$ cat src/rtl/tclk_pkg.sv
package tclk_pkg;

    // Per-channel mode state machine.
    typedef enum logic [1:0] {
        CH_RESTART = 2'd0,
        CH_DIVIDE  = 2'd1,
        CH_EXTERN  = 2'd2
    } ch_state_e;

    // Select code that routes the external clock.
    localparam logic [3:0] CODE_EXT = 4'd4;

    // Width of the per-channel divide counter (largest divisor 16).
    localparam int DIV_CNT_W = 4;

endpackage

$ cat src/rtl/tclk_prescaler.sv
module tclk_prescaler #(
    parameter int PRE_W = 8
) (
    input  logic             clk,
    input  logic             rst_n,
    input  logic             restart,
    input  logic [PRE_W-1:0] pvalue,
    output logic             pre_tick
);

    logic [PRE_W-1:0] cnt_q;
    logic             wrap;

    assign wrap = (cnt_q == pvalue);

    always_ff @(posedge clk) begin
        if (!rst_n) begin
            cnt_q    <= '0;
            pre_tick <= 1'b0;
        end else if (restart) begin
            cnt_q    <= '0;
            pre_tick <= 1'b0;
        end else begin
            cnt_q    <= wrap ? '0 : cnt_q + 1'b1;
            pre_tick <= wrap;
        end
    end

    // the count never passes the programmed limit
    assert_pre_bound_R1: assert property (@(posedge clk) disable iff (!rst_n)
        cnt_q <= pvalue);

    // with a nonzero value, prescaled ticks are never back to back
    assert_pre_gap_R1: assert property (@(posedge clk) disable iff (!rst_n)
        (pre_tick && pvalue != '0 && !restart) |=> !pre_tick);

endmodule

$ cat src/rtl/tclk_edge_sync.sv
module tclk_edge_sync (
    input  logic clk,
    input  logic rst_n,
    input  logic ext_in,
    output logic edge_pulse
);

    logic meta_q, sync_q, last_q;

    always_ff @(posedge clk) begin
        if (!rst_n) begin
            meta_q <= 1'b0;
            sync_q <= 1'b0;
            last_q <= 1'b0;
        end else begin
            meta_q <= ext_in;
            sync_q <= meta_q;
            last_q <= sync_q;
        end
    end

    assign edge_pulse = sync_q & ~last_q;

    // one rising edge yields a single-cycle pulse
    assert_edge_single_R4: assert property (@(posedge clk) disable iff (!rst_n)
        edge_pulse |=> !edge_pulse);

endmodule

$ cat src/rtl/tclk_channel.sv
module tclk_channel
    import tclk_pkg::*;
#(
    parameter int SEL_W = 4
) (
    input  logic             clk,
    input  logic             rst_n,
    input  logic             restart,
    input  logic [SEL_W-1:0] code,
    input  logic             pre_tick,
    input  logic             ext_edge,
    output logic             tick
);

    ch_state_e            state_q, state_d;
    logic [DIV_CNT_W-1:0] dcnt_q, dcnt_d;
    logic                 tick_d;
    logic [1:0]           div_exp;
    logic [DIV_CNT_W-1:0] term;
    logic                 is_ext;

    // Codes 0..3 pick 2^(n+1); every other non-external code acts as /16.
    always_comb begin
        if (code < SEL_W'(4)) div_exp = code[1:0];
        else                  div_exp = 2'd3;
    end

    assign term   = DIV_CNT_W'((5'd2 << div_exp) - 5'd1);
    assign is_ext = (code == SEL_W'(CODE_EXT));

    // Next-state selection.
    always_comb begin
        state_d = state_q;
        if (restart) begin
            state_d = CH_RESTART;
        end else begin
            unique case (state_q)
                CH_RESTART: state_d = is_ext ? CH_EXTERN : CH_DIVIDE;
                CH_DIVIDE:  state_d = CH_DIVIDE;
                CH_EXTERN:  state_d = CH_EXTERN;
                default:    state_d = CH_RESTART;
            endcase
        end
    end

    // State register.
    always_ff @(posedge clk) begin
        if (!rst_n) state_q <= CH_RESTART;
        else        state_q <= state_d;
    end

    // Output and divider counter.
    always_comb begin
        dcnt_d = dcnt_q;
        tick_d = 1'b0;
        if (restart) begin
            dcnt_d = '0;
        end else begin
            unique case (state_q)
                CH_RESTART: dcnt_d = '0;
                CH_DIVIDE: begin
                    if (pre_tick) begin
                        if (dcnt_q >= term) begin
                            dcnt_d = '0;
                            tick_d = 1'b1;
                        end else begin
                            dcnt_d = dcnt_q + 1'b1;
                        end
                    end
                end
                CH_EXTERN: tick_d = ext_edge;
                default:   dcnt_d = '0;
            endcase
        end
    end

    always_ff @(posedge clk) begin
        if (!rst_n) begin
            dcnt_q <= '0;
            tick   <= 1'b0;
        end else begin
            dcnt_q <= dcnt_d;
            tick   <= tick_d;
        end
    end

    // divider count stays below the selected divisor
    assert_div_bound_R3: assert property (@(posedge clk) disable iff (!rst_n)
        dcnt_q <= term);

    // a dividing channel only ticks after a prescaled tick
    assert_div_needs_pre_R3: assert property (@(posedge clk) disable iff (!rst_n)
        (state_q == CH_DIVIDE && !pre_tick) |=> !tick);

    // an external-mode channel only ticks after a synchronized edge
    assert_ext_needs_edge_R4: assert property (@(posedge clk) disable iff (!rst_n)
        (state_q == CH_EXTERN && !ext_edge) |=> !tick);

    // ticks are single-cycle pulses
    assert_tick_single_R10: assert property (@(posedge clk) disable iff (!rst_n)
        tick |=> !tick);

endmodule

$ cat src/rtl/tclk_tree.sv
module tclk_tree
    import tclk_pkg::*;
#(
    parameter int NUM_CH = 5,
    parameter int PRE_W  = 8,
    parameter int SEL_W  = 4,
    parameter int SPLIT  = 2
) (
    input  logic                       clk,
    input  logic                       rst_n,
    input  logic                       pre_wr,
    input  logic [2*PRE_W-1:0]         pre_wdata,
    input  logic                       sel_wr,
    input  logic [$clog2(NUM_CH)-1:0]  sel_idx,
    input  logic [SEL_W-1:0]           sel_code,
    input  logic                       rate_wr,
    input  logic [$clog2(NUM_CH)-1:0]  rate_idx,
    input  logic [PRE_W-1:0]           rate_ratio,
    input  logic [1:0]                 ext_clk,
    output logic [NUM_CH-1:0]          tick
);

    localparam int IDX_W = $clog2(NUM_CH);
    localparam logic [PRE_W-1:0] RATIO_MAX = PRE_W'(16);

    logic [2*PRE_W-1:0] pre_q;
    logic [SEL_W-1:0]   sel_q [NUM_CH];
    logic [NUM_CH-1:0]  wr_hit, rate_hit, ch_restart;
    logic               rate_ok;
    logic [SEL_W-1:0]   rate_code;
    logic [1:0]         pre_tick, ext_edge;

    // Round the requested ratio up to the next allowed divisor.
    function automatic logic [SEL_W-1:0] ratio_to_code(input logic [PRE_W-1:0] r);
        if (r <= PRE_W'(2))      return SEL_W'(0);
        else if (r <= PRE_W'(4)) return SEL_W'(1);
        else if (r <= PRE_W'(8)) return SEL_W'(2);
        else                     return SEL_W'(3);
    endfunction

    assign rate_ok   = rate_wr && (rate_ratio != '0) && (rate_ratio <= RATIO_MAX);
    assign rate_code = ratio_to_code(rate_ratio);

    always_comb begin
        for (int i = 0; i < NUM_CH; i++) begin
            wr_hit[i]     = sel_wr && (sel_idx == IDX_W'(i));
            rate_hit[i]   = rate_ok && (rate_idx == IDX_W'(i)) && !wr_hit[i]
                            && (sel_q[i] != SEL_W'(CODE_EXT));
            ch_restart[i] = pre_wr | wr_hit[i] | rate_hit[i];
        end
    end

    always_ff @(posedge clk) begin
        if (!rst_n) begin
            pre_q <= '0;
            for (int i = 0; i < NUM_CH; i++) sel_q[i] <= '0;
        end else begin
            if (pre_wr) pre_q <= pre_wdata;
            for (int i = 0; i < NUM_CH; i++) begin
                if (wr_hit[i])        sel_q[i] <= sel_code;
                else if (rate_hit[i]) sel_q[i] <= rate_code;
            end
        end
    end

    for (genvar g = 0; g < 2; g++) begin : g_grp
        tclk_prescaler #(.PRE_W(PRE_W)) u_pre (
            .clk      (clk),
            .rst_n    (rst_n),
            .restart  (pre_wr),
            .pvalue   (pre_q[g*PRE_W +: PRE_W]),
            .pre_tick (pre_tick[g])
        );
        tclk_edge_sync u_sync (
            .clk        (clk),
            .rst_n      (rst_n),
            .ext_in     (ext_clk[g]),
            .edge_pulse (ext_edge[g])
        );
    end

    for (genvar i = 0; i < NUM_CH; i++) begin : g_ch
        localparam int GRP = (i < SPLIT) ? 0 : 1;

        tclk_channel #(.SEL_W(SEL_W)) u_ch (
            .clk      (clk),
            .rst_n    (rst_n),
            .restart  (ch_restart[i]),
            .code     (sel_q[i]),
            .pre_tick (pre_tick[GRP]),
            .ext_edge (ext_edge[GRP]),
            .tick     (tick[i])
        );

        // a field no write addressed keeps its code
        assert_field_iso_R6: assert property (@(posedge clk) disable iff (!rst_n)
            !(wr_hit[i] || rate_hit[i]) |=> $stable(sel_q[i]));

        // only a field write can take a channel out of external mode
        assert_ext_sticky_R9: assert property (@(posedge clk) disable iff (!rst_n)
            (sel_q[i] == SEL_W'(CODE_EXT) && !wr_hit[i]) |=> (sel_q[i] == SEL_W'(CODE_EXT)));
    end

endmodule

$ cat config.mk
export PLATFORM = sky130hd
export DESIGN_NAME = tclk_tree
export DESIGN_NICKNAME = d
export VERILOG_FILES = /design/src/rtl/tclk_pkg.sv /design/src/rtl/tclk_prescaler.sv /design/src/rtl/tclk_edge_sync.sv /design/src/rtl/tclk_channel.sv /design/src/rtl/tclk_tree.sv
export SDC_FILE = /design/constraint.sdc
export NUM_CORES = 1
export LEC_CHECK = 0
export BUFFER_PORTS_ARGS = -buffer_cell sky130_fd_sc_hd__buf_2
export CAP_MARGIN = 20
export CORE_ASPECT_RATIO = 0.75
export CORE_MARGIN = 3
export CORE_UTILIZATION = 37
export DETAILED_ROUTE_END_ITERATION = 7
export PLACE_DENSITY = 0.61
export SLEW_MARGIN = 40
export SYNTH_ARGS = -nofsm -noshare
export SYNTH_HDL_FRONTEND = slang
export SYNTH_SLANG_ARGS = --single-unit
$ cat constraint.sdc
create_clock -name clk -period 3.71 [get_ports clk]
set_input_delay 0 -clock clk [delete_from_list [all_inputs] [get_ports clk]]
set_output_delay 0 -clock clk [all_outputs]
set_load 0.1 [all_outputs]
==> metrics.md <==
| Metric | Value |
|---|---|
| Hold depth | `3` |
| Slowest CP cell | `a2111oi_0` |
| Layout cells sized above 1 | `a little under an eighth` |
| CP Max Fanout | `4` |
| Via count | `4090` |
| Worst reg2reg setup slack | `1220 ps` |
| Leading area contributor after synthesis | `dfxtp_1` |
| Routed vias/inst | `roughly 5.3` |
| CP startpoint kind | `register` |
| Period utilization | `around two thirds` |
| Gate power share | `under 10%` |
| DRC | `0` |
| Power per cell area | `a little under 400 nW/um2` |
| Critical Path RT | `3980 ps` |
| Max rail drop VDD | `0.0002319 V` |
| Fill cells | `1261` |
| Vias in the first global route | `just over 4000` |
| Netlist cell types | `49` |
| H-tree depth | `3` |
| Final hold vios | `0` |
| Minimum clock period | `2493 ps` |
| Routability Congestion | `around 0.88` |
| Setup violations, final | `0` |
| Mapped Area | `4980 um2` |
| Core Area | `between 10000 and 15000 um2` |
| Antenna Cells | `0` |
| Die area | `around 15000 um2` |
| Syn nets | `about 610` |
| Clock buffer count from CTS | `9` |
| Critical path type | `reg2reg` |
| Die Y | `between 100 and 150 um` |
| CP peak stage delay | `slightly below 700 ps` |
| DR pass1 iterations | `5` |
| Int Power | `1.725 mW` |
| Antenna violations before repair | `0` |
| Clock network power share | `a little over two fifths` |
| Initial Util | `around two fifths` |
| Met2 Usage GRT | `between 20% and 30%` |
| CP Capture Type | `register` |
| Peak Freq | `roughly 0.40 GHz` |
| P_sw | `between 0.5 and 0.6 mW` |
| Pre-CTS WS | `1113 ps` |
| Port Buffer Count | `45` |
| Area share of the largest cell type after synthesis | `a little under a third` |
| Max_slew headroom | `between 40 and 50%` |
| Largest net degree at the start of global routing | `23` |
| CTS root buf | `clkbuf_16` |
| R2R Path Start | `sel_q[4][1]` |
| Reg2reg end | `g_ch[4].u_ch.dcnt_q[3]` |
| Min-delay src | `sel_code[1]` |
| Post-synth EDFFs | `18` |
| Most used cell, CP | `a21o_1` |
| Leading post-synthesis cells by cell area | `dfxtp_1, edfxtp_1, ha_1` |
| CP arrival | `about 2800 ps` |
| Sink Count | `95` |
| Leak Pwr | `roughly 2.5 nW` |
| CTS max path bufs | `2` |
| Multi-input logic area | `2783 um2` |
| Hold Path End | `sel_q[4][1]` |
| Final max-slew violation count | `0` |
| Total GRT Usage | `15.35%` |
| Max cap viols | `0` |
| Die X | `~140 um` |
| First-pass GRT wire length | `about 19000 um` |
| Least-Margin Pin Slew | `~740 ps` |
| Storage element area | `about 2100 um2` |
| #FFs+latches synth | `95` |
| Busiest grt layer | `met2` |
| Cells after Synth | `533` |
| Clock transition at path regs | `~70 ps` |
| Congestion Overflow GR | `0` |
| Clock Latency Late Sink | `340 ps` |
| P&R area growth vs syn | `18.02%` |
| WL/cell | `approximately 14 um` |
| Commonest cells post-synth | `dfxtp_1, nor2_1, ha_1` |
| Setup ws final | `about 1200 ps` |
| Placed wire-length estimate | `~8400 um` |
| R2r worst-path depth | `7` |
| Starting DRT DRC Count | `277` |
| Status | `finished clean` |
| Setup Buffers After CTS | `0` |
| Count of nets after finishing | `677` |
| WL final | `about 11000 um` |
| GR Util met3 | `3.777%` |
| Antenna viol nets, final | `0` |
| CTS tree | `built` |
| Tot Pwr | `around 2.3 mW` |
| Tightest Hold Check Type | `in2reg` |
| Synth Area per Inst | `roughly 9.3 um2` |
| RSZ-0062 raised after global routing | `false` |
| Asr flop ratio synth | `0%` |
| Worst Skew | `around 8 ps` |
| Seq pwr share | `approximately half` |
| Sequential area share after synthesis | `41.81%` |
| Fin Setup TNS | `0 ps` |
| Sw frac | `24.96%` |
| Primary FF master, synth | `dfxtp_1` |
| # IOs | `46` |
| Met1 usage | `20.73%` |
| Cell Rows | `36` |
| Most frequent cell after synthesis | `dfxtp_1` |
| Crit path launch | `sel_q[4][1]` |
| Cell-by-cell trace of the critical path | `nor4_1, ha_1, a21o_1, a21o_1, a2111oi_0, o21ai_0, a21oi_1` |
| Yosys warns | `0` |
| Min Hold Slack | `a little over 90 ps` |
[how the worst max path moves through the flow]
stage	depth (start not counted)	to	slack [ps]
floorplan	7	g_ch[1].u_ch.dcnt_q[3]	1400
finish	7	g_ch[4].u_ch.dcnt_q[3]	1220
global placement	7	g_ch[1].u_ch.dcnt_q[3]	1240
detailed placement	7	g_ch[1].u_ch.dcnt_q[3]	1110
CTS	7	g_ch[1].u_ch.dcnt_q[3]	1100
global route	7	g_ch[4].u_ch.dcnt_q[3]	940
[power groups by stage]
stage / logic, mW / registers [mW] / clock network [mW]
finish: 0.226 / 1.11 / 0.958
global route: 0.254 / 1.12 / 1.03
CTS: 0.225 / 1.11 / 0.983
detailed placement: 0.207 / 1.14 / 0
global placement: 0.200 / 1.14 / 0
floorplan: 0.139 / 1.13 / 0
[flip-flops by register name (all words and copies together) (netlist names)]
| name | count |
|---|---|
| g_grp.u_sync.sync_q | 2 |
| g_grp.u_pre.cnt_q | 16 |
| g_ch.u_ch.state_q | 10 |
| g_ch.u_ch.tick | 5 |
| g_grp.u_sync.meta_q | 2 |
| g_grp.u_pre.pre_tick | 2 |
| pre_q | 16 |
| g_grp.u_sync.last_q | 2 |
| g_ch.u_ch.dcnt_q | 20 |
| sel_q | 20 |
[stage by stage]
stage                     cell area, um2  cells  util [%]
final                               5877    775     44.99
after floorplan                     4980    533         -
after detailed placement            5370    739     41.11
after global placement              5370    739     41.11
after global routing                5877    775     44.99
after CTS                           5876    775     44.98
[worst max-delay path: cells and delay by family, from the launching register on]
family                   cells  cell delay, ps
AO/OA/AOI/OAI                5            1400
adder cells (fa/ha/maj)      1             300
flip-flops                   1             440
AND/OR/NAND/NOR              1             290
[cells in the final DEF, fill, tap and decap left out, types with 7 or more instances in the layout]
cell / n
a21o_1: 10
a21oi_1: 23
a31oi_1: 12
and2_1: 8
and3_1: 15
buf_2: 45
clkbuf_16: 9
dfxtp_1: 77
dlygate4sd3_1: 20
edfxtp_1: 18
ha_1: 37
inv_1: 14
mux2i_1: 28
nand2_1: 33
nand3_1: 27
nor2_1: 76
nor2b_1: 8
nor3_1: 8
nor3b_1: 10
nor4_1: 14
o21ai_0: 11
xnor2_1: 7
xor2_1: 23
[final cells by class]
class	count	share of cell area, %
multi-input combinational	412	47.35
sequential	95	35.43
timing repair buffer	67	7.494
clock buffer	10	3.896
tap	171	3.641
clock inverter	6	1.299
inverter	14	0.8942
[layer usage]
metal	part of all wire [%]	up-vias
met5	0	-
met4	1.1	0
met3	4.8	12
met2	46	86
met1	48	1918
li1	-	2074
[timing repair]
item / CTS / global route
gates resized for setup: 0 / 0
hold buffers: 20 / 0
hold endpoints to repair: 20 / 0
[cells by family after synthesis]
group / synth area share, %
adder cells (fa/ha/maj): 9.296
AO/OA/AOI/OAI: 11.78
flip-flops: 41.81
XOR/XNOR: 5.276
multiplexers: 5.628
AND/OR/NAND/NOR: 23.87
buffers and inverters: 2.337
No activity file was read; power rests on OpenSTA's default activity.
